$ cat config.mk
export PLATFORM = sky130hd
export DESIGN_NAME = mem_area_ctrl
export DESIGN_NICKNAME = d
export VERILOG_FILES = /design/src/rtl/mem_area_ctrl.sv
export SDC_FILE = /design/constraint.sdc
export NUM_CORES = 1
export LEC_CHECK = 0
export CAP_MARGIN = 40
export CORE_ASPECT_RATIO = 1.4
export CORE_MARGIN = 8
export CORE_UTILIZATION = 25
export CTS_CLUSTER_SIZE = 8
export DETAILED_ROUTE_END_ITERATION = 12
export GPL_TIMING_DRIVEN = 0
export PLACE_DENSITY = 0.6
export REMOVE_ABC_BUFFERS = 1
export SLEW_MARGIN = 25
export SYNTH_ARGS = -nofsm -noshare
export SYNTH_HDL_FRONTEND = slang
export SYNTH_SLANG_ARGS = --single-unit
$ cat constraint.sdc
create_clock -name clk -period 11.2 [get_ports clk]
set_input_delay 1.68 -clock clk [delete_from_list [all_inputs] [get_ports clk]]
set_output_delay 1.68 -clock clk [all_outputs]
set_load 0.005 [all_outputs]
$ cat src/rtl/mem_area_ctrl.sv
module mem_area_ctrl #(
  parameter int AREA_W = 20,
  parameter int WAIT_W = 4
) (
  input  logic                  clk,
  input  logic                  rst_n,
  input  logic                  req,
  input  logic                  req_we,
  input  logic [1:0]            req_size,
  input  logic [AREA_W+1:0]     req_addr,
  input  logic [31:0]           req_wdata,
  output logic                  busy,
  output logic                  done,
  output logic [31:0]           rdata,
  input  logic                  swap_we,
  input  logic                  swap_in,
  input  logic [7:0]            cfg_width,
  input  logic [4*WAIT_W-1:0]   cfg_wait,
  input  logic [4*WAIT_W-1:0]   cfg_stop,
  input  logic                  mem_wait,
  input  logic [31:0]           mem_rdata,
  output logic [3:0]            mem_cs_n,
  output logic                  mem_oe_n,
  output logic                  mem_we_n,
  output logic                  mem_ub_n,
  output logic [AREA_W-1:0]     mem_addr,
  output logic [31:0]           mem_wdata
);
  typedef enum logic [1:0] {S_IDLE, S_ACC, S_STOP} state_t;

  state_t              st;
  logic                swap_q, we_q, fin_q, done_q;
  logic [1:0]          area_q, size_q, beat, last_q;
  logic [AREA_W-1:0]   addr_q;
  logic [31:0]         wdata_q, rdata_q;
  logic [WAIT_W-1:0]   cnt;

  wire [1:0] req_area = req_addr[AREA_W+1:AREA_W];
  wire [1:0] req_phys = (swap_q && (req_area == 2'd0 || req_area == 2'd3)) ? ~req_area : req_area;
  wire [1:0] a_sel    = (st == S_IDLE) ? req_phys : area_q;
  wire [1:0] w_raw    = cfg_width[{a_sel, 1'b0} +: 2];
  wire [1:0] dl       = (w_raw == 2'd3) ? 2'd2 : w_raw;
  wire [WAIT_W-1:0] wait_n = cfg_wait[a_sel*WAIT_W +: WAIT_W];
  wire [WAIT_W-1:0] stop_n = cfg_stop[a_sel*WAIT_W +: WAIT_W];
  wire [1:0] req_sz   = (req_size == 2'd3) ? 2'd2 : req_size;
  wire [1:0] nlog     = (req_sz > dl) ? req_sz - dl : 2'd0;
  wire [1:0] req_last = (nlog == 2'd0) ? 2'd0 : (nlog == 2'd1) ? 2'd1 : 2'd3;
  wire [1:0] step     = (dl == 2'd0) ? beat : (dl == 2'd1) ? {beat[0], 1'b0} : 2'd0;
  wire [1:0] off      = addr_q[1:0] + step;
  wire [1:0] lane     = (dl == 2'd0) ? off : (dl == 2'd1) ? {off[1], 1'b0} : 2'd0;
  wire [3:0] dmask    = (dl == 2'd0) ? 4'b0001 : (dl == 2'd1) ? 4'b0011 : 4'b1111;
  wire [3:0] bmask    = dmask << lane;
  wire [31:0] rd_sh   = mem_rdata << {lane, 3'b000};
  wire in_acc         = (st == S_ACC);
  wire acc_end        = in_acc && (cnt == '0) && !mem_wait;
  wire is_last        = (beat == last_q);

  always_ff @(posedge clk or negedge rst_n) begin
    if (!rst_n) begin
      st <= S_IDLE; swap_q <= 1'b0; we_q <= 1'b0; fin_q <= 1'b0; done_q <= 1'b0;
      area_q <= '0; size_q <= '0; beat <= '0; last_q <= '0;
      addr_q <= '0; wdata_q <= '0; rdata_q <= '0; cnt <= '0;
    end else begin
      done_q <= acc_end && is_last;
      if (swap_we) swap_q <= swap_in;
      case (st)
        S_IDLE: if (req) begin
          area_q  <= req_phys;
          addr_q  <= req_addr[AREA_W-1:0];
          we_q    <= req_we;
          size_q  <= req_sz;
          wdata_q <= req_wdata;
          rdata_q <= '0;
          beat    <= '0;
          last_q  <= req_last;
          cnt     <= wait_n;
          st      <= S_ACC;
        end
        S_ACC: begin
          if (cnt != '0) cnt <= cnt - 1'b1;
          else if (!mem_wait) begin
            if (!we_q)
              for (int j = 0; j < 4; j++)
                if (bmask[j]) rdata_q[8*j +: 8] <= rd_sh[8*j +: 8];
            fin_q <= is_last;
            if (!is_last) beat <= beat + 1'b1;
            if (stop_n != '0) begin
              st  <= S_STOP;
              cnt <= stop_n - 1'b1;
            end else if (is_last) st <= S_IDLE;
            else cnt <= wait_n;
          end
        end
        S_STOP: begin
          if (cnt != '0) cnt <= cnt - 1'b1;
          else if (fin_q) st <= S_IDLE;
          else begin
            st  <= S_ACC;
            cnt <= wait_n;
          end
        end
        default: st <= S_IDLE;
      endcase
    end
  end

  assign busy      = (st != S_IDLE);
  assign done      = done_q;
  assign rdata     = rdata_q;
  assign mem_cs_n  = in_acc ? ~(4'b0001 << area_q) : 4'hF;
  assign mem_oe_n  = !(in_acc && !we_q);
  assign mem_we_n  = !(in_acc && we_q);
  assign mem_ub_n  = !(in_acc && dl == 2'd1 && (size_q != 2'd0 || addr_q[0]));
  assign mem_addr  = {addr_q[AREA_W-1:2], off};
  assign mem_wdata = wdata_q >> {lane, 3'b000};

  AST_CS_ONEHOT: assert property (@(posedge clk) disable iff (!rst_n) $onehot0(~mem_cs_n));
  AST_OE_WE_EXCL: assert property (@(posedge clk) disable iff (!rst_n) !(!mem_oe_n && !mem_we_n));
  AST_IDLE_STROBES: assert property (@(posedge clk) disable iff (!rst_n)
    (&mem_cs_n) |-> (mem_oe_n && mem_we_n && mem_ub_n));
  AST_WAIT_HOLDS: assert property (@(posedge clk) disable iff (!rst_n)
    (in_acc && cnt == '0 && mem_wait) |=> ($stable(mem_addr) && $stable(mem_cs_n) && !(&mem_cs_n)));
  AST_DONE_PULSE: assert property (@(posedge clk) disable iff (!rst_n) done |=> !done);
  AST_BUSY_AFTER_REQ: assert property (@(posedge clk) disable iff (!rst_n) (!busy && req) |=> busy);
endmodule

Yosys cells after proc, flatten, opt, wreduce, memory -nomap -nowiden:

Cells that the tools add are included.

* flip-flop bits (word level): 102
* bits of input ports: 135
* output and inout port bits: 93
* word-level logic and storage cells: 134

* add/sub/neg operators: 5
* $lt $le $gt $ge: 1
* equality and inequality tests: 22
* shifts and indexed selects: 7
* mux-type cells: 44
* bitwise operators: 4
* reductions and logical operators: 35

Operators with widths (number)
* $mux 32: 4
* $pmux 32 s2: 1
* $mux 2: 21
* $mux 4: 10
* $mux 8: 4
* $shiftx 16x5->4: 2
* $shl 32x5->32: 1
* $shr 32x5->32: 1
* $reduce_and 6->1: 4
* $ne 2x2->1 const B: 10
* $reduce_and 5->1: 3
* $pmux 4 s3: 1
* $eq 2x2->1 const B: 4
* $logic_and 1x1->1: 8
* $logic_not 2->1: 4
* $reduce_bool 4->1: 2
* $shiftx 8x4->2: 1
* $sub 4x1->4 const B: 2
* $eq 2x1->1 const B: 3
* $pmux 2 s3: 1
* $reduce_bool 2->1: 3
* $logic_not 1->1: 5
* $logic_not 4->1: 1
* $ne 4x2->1 const B: 1
* other kinds (19): 21

Longest topological paths before layout:

* word-level depth: 20
* mapped depth: 20
* gate-level depth less buffers: 16

Worst setup path before layout:

OpenSTA, ideal clock, no wires.

* path kind: in2out
* from: input req_addr[20]
* to: output mem_wdata[0]
* data arrival time: 5.016 ns
* required time: 9.520 ns
* path slack: 4.504 ns
* stages on the path: 18
* buffers on the path: 5
* cells stage by stage: nand2b_1 nand2_1 o21bai_1 clkbuf_1 mux2i_1 inv_2 and3_1 ha_1 xor2_1 nand2_1 or3_1 and4b_1 clkbuf_1 and3_1 buf_2 buf_2 buf_2 a21oi_1

* word-level cells in the longest chain between the ends: 15
* elaborated cells between the ends (all ways): 18
* classes of those cells: 1 x add/sub; 3 x eq/ne; 2 x shift; 7 x mux; 1 x bitwise; 4 x reduce/logical

Ends and longest elaborated chain
* start, declared: line 10 `input logic [AREA_W+1:0] req_addr,`
* $eq 2x2->1 / $logic_not 2->1 (equally long branches): line 39 `wire [1:0] req_phys = (swap_q && (req_area == 2'd0 || req_area == 2'd3)) ? ~req_area : req_area;`
* $logic_or 1x1->1: line 39
* $logic_and 1x1->1: line 39
* $mux 2 *: line 39
* $mux 2 *: line 40 `wire [1:0] a_sel = (st == S_IDLE) ? req_phys : area_q;`
* $shiftx 8x4->2 *: line 41 `wire [1:0] w_raw = cfg_width[{a_sel, 1'b0} +: 2];`
* $eq 2x2->1: line 42 `wire [1:0] dl = (w_raw == 2'd3) ? 2'd2 : w_raw;`
* $mux 2 *: line 42
* $eq 2x1->1: line 48, 50
* $mux 2 (2 in a row): line 48 `wire [1:0] step = (dl == 2'd0) ? beat : (dl == 2'd1) ? {beat[0], 1'b0} : 2'd0;`
* $add 2x2->2: line 49 `wire [1:0] off = addr_q[1:0] + step;`
* $mux 2: line 50 `wire [1:0] lane = (dl == 2'd0) ? off : (dl == 2'd1) ? {off[1], 1'b0} : 2'd0;`
* $mux 2 *: line 50
* $shr 32x5->32 *: line 115 `assign mem_wdata = wdata_q >> {lane, 3'b000};`
* end, declared: line 27 `output logic [31:0] mem_wdata`

Mark *: on every way between the ends. The rest lies on a longest branch, timed or not.

Final worst setup path:

* from: input req_addr[20]
* to: output mem_wdata[14]

The elaborated chain is that of the path after synthesis.

==> flow_summary.ini <==
[status]
status = finished clean

[setup_path]
start_kind = input pin
crit_arrival_ns = 7.33
required_ns = 9.52
crit_type = input pin to output pin
critPathCaptureType = output pin
critPathMaxFanout = 25

[logic_synthesis]
synthTopCellsByArea = dfrtp_1 (41%), mux2_2 (11%), mux2i_1 (7.3%)
synth_cells = 588
synth_top_flop_cell = dfrtp_1
yosys.area.top_type = dfrtp_1
synthDistinctLibCells = 54
avgSynthCellArea_um2 = 10.47
synth_warnings = 0
synth_top_area_share_pct = 41.45
async_flop_share_pct = 100.0
ys_seq_elements = 102
ys_seq_area_share_pct = 41.45
synth_edf_count = 0
syn_area_um2 = 6158

[detailed_routing]
final_antenna_net_count = 0
drt_iter0_drc = 244
viasPerCell = 4.832
wl_per_cell_um = 19.97
first_pass_iters = 6
num_vias = 5305
wirelength_um = 21930
remaining_drc_errors = 0

[sta]
fin_crit_ns = 9.010
fmax_ghz = 0.1110
slew_viol_final = 0
slew_headroom_pct = 50.08
rsz0062_at_grt = false
worst_slew_pin_slew_ns = 0.7474
hold_ws_ns = 0.4904
hold_viol_final = 0
period_share_pct = 80.45
finalSetupViolations = 0
setup_slack_ns = 2.190
fin_worst_skew_ns = 0.01041

[place]
post-place-ws_ns = 1.534
place_hpwl_um = 16620
gp_congestion = 0.7504
port_buffers = 227

[clocking]
htreeDepth = 3
hold_buffers = 0
cts-resized-gates = 0
cts.sinks = 102
numCtsBuffers = 9
clk_pin_slew_worst_paths_ns = 0.07
cts_setup_buffers = 0
clockBufferDepth = 2
cts_tree = built
insertion_delay_ns = 0.36
cts_root_buf = clkbuf_16

[power_and_ir_drop]
p_sw_share_pct = 42.03
p_clk_share_pct = 12.0
power_leakage_nw = 3.692
p_int_w = 0.001699
switchingPower_w = 0.001232
ir_worst_vdd_v = 0.0001818
comb_power_share_pct = 66.1
pwr-share-seq_pct = 21.9
p_total_w = 0.002931
power.density_nw_per_um2 = 325.1

[worst_hold_path]
worstHoldPathType = flip-flop to flip-flop

[floorplan]
die_w_um = 148.6
initial_core_util_pct = 25.22
coreArea_um2 = 24420
num_rows = 68
die_area_um2 = 29980
ios = 228
die_h_um = 201.7

[global_route]
antenna_found_initial = 0
gr-usage-all-layers_pct = 14.75
grt_max_degree = 66
grt_overflow = 0
grt_pass1_wl_um = 34130
grt_pass1_vias = 5779

[layout]
syn2layout_area_growth_pct = 46.36
finalCoreUtilization_pct = 36.91
diodes = 0
nets = 925
layout_common_cells = clkdlybuf4s50_1 (226), dfrtp_1 (102), mux2_2 (60), nand2_1 (56), mux2i_1 (44)
drive_gt1_share_pct = 14.43
layout_commonest_cell = clkdlybuf4s50_1

[flow_run]
maxCapViolCount = 0
sequential cells by signal, summed over array words and instances (netlist names):
register and count:
addr_q 20, area_q 2, beat 2, cnt 4, done 1, fin_q 1, last_q 2, rdata 32
size_q 2, st 2, swap_q 1, wdata_q 32, we_q 1
power groups by stage:
stage | Combinational [W] | Clock [W] | Sequential, W
floorplan | 0.00103 | 0 | 0.000626
global placement | 0.00190 | 0 | 0.000642
detailed placement | 0.00194 | 0 | 0.000648
CTS | 0.00196 | 0.000367 | 0.000643
global route | 0.00213 | 0.000380 | 0.000667
finish | 0.00194 | 0.000352 | 0.000641
kinds of logic (layout without fill, tap and decap cells):
| kind of cell | after synthesis | count (layout) | synth area share (%) |
|---|---|---|---|
| simple gates | 156 | 156 | 12.39 |
| mux | 113 | 113 | 21.07 |
| flops | 102 | 102 | 41.45 |
| xor+xnor | 6 | 6 | 0.8533 |
| compound gates | 123 | 123 | 15.36 |
| fa+ha+maj | 12 | 12 | 2.560 |
| buf+inv | 76 | 271 | 6.319 |
final cells by class:
cell class	count	area (µm²)
inverter	20	75.07
timing repair buffer	235	2411
fill	2444	15400
clock buffer	9	225.2
multi-input combinational	410	3259
tap	315	394.1
sequential	102	2552
clock inverter	7	96.34
worst paths after layout:
kind                       slack (ns)                    end             startpoint  cells after the start
setup / recovery                 2.19          mem_wdata[14]           req_addr[20]                     18
hold / removal                   0.49  size_q[0]$_DFFE_PN0P_  size_q[0]$_DFFE_PN0P_                      2
setup reg to reg                 5.72   rdata[0]$_DFFE_PN0P_      st[0]$_DFFE_PN0P_                     17
hold reg to reg                  0.49  size_q[0]$_DFFE_PN0P_  size_q[0]$_DFFE_PN0P_                      2
max in group asynchronous        9.27   rdata[7]$_DFFE_PN0P_                  rst_n                      2
min in group asynchronous        1.23  area_q[0]$_DFFE_PN0P_                  rst_n                      1
cell usage after synthesis, types with 3 or more instances:
cell type	instances
dfrtp_1	102
nand4_1	8
and3_1	13
buf_4	21
xor2_1	4
o211ai_1	11
buf_2	14
or3_1	3
nand2_1	57
mux2_2	60
inv_1	18
clkbuf_1	20
a31oi_1	3
o2bb2ai_1	24
o221ai_1	3
nand3_1	11
nor3_1	4
o31ai_1	13
a211oi_1	8
a32oi_1	8
nand2b_1	7
a21oi_1	16
mux4_2	6
a21o_1	3
o21ai_0	10
a32o_1	8
mux2i_1	45
nand3b_1	5
ha_1	11
nor2_1	31
and2_1	10
o21a_1	3
per-stage QoR:
step	area, µm²	std cells	setup TNS (ns)
2_1_floorplan	5844	532	0
3_5_place_dp	8677	1080	0
4_1_cts	8999	1096	0
6_report	9014	1098	0
5_1_grt	9014	1098	0
3_3_place_gp	8511	1074	-2.382
per-layer routing:
metal  vias up  part of all wire (%)  GRT usage [%]
li1       2520                     -              -
met1      2588                    39          16.23
met2       170                    51          26.03
met3        27                   7.5          4.676
met4         0                   2.4          5.005
met5         -                     0              0
worst max-delay path, stage by stage:
cell and delay, ns:
clkdlybuf4s50_1 0.47, nand2b_1 0.13, nand2_1 0.11, o21bai_2 0.56
mux2i_2 0.43, inv_2 0.20, and3_1 0.22, ha_1 0.18
xor2_1 0.48, nor2_1 0.11, and3_1 0.23, nor4_4 0.28
buf_4 0.27, nand3_2 0.50, nor2_1 0.50, buf_4 0.24
o2bb2ai_1 0.14, clkdlybuf4s50_1 0.58
Power figures use the tool's default switching activity.
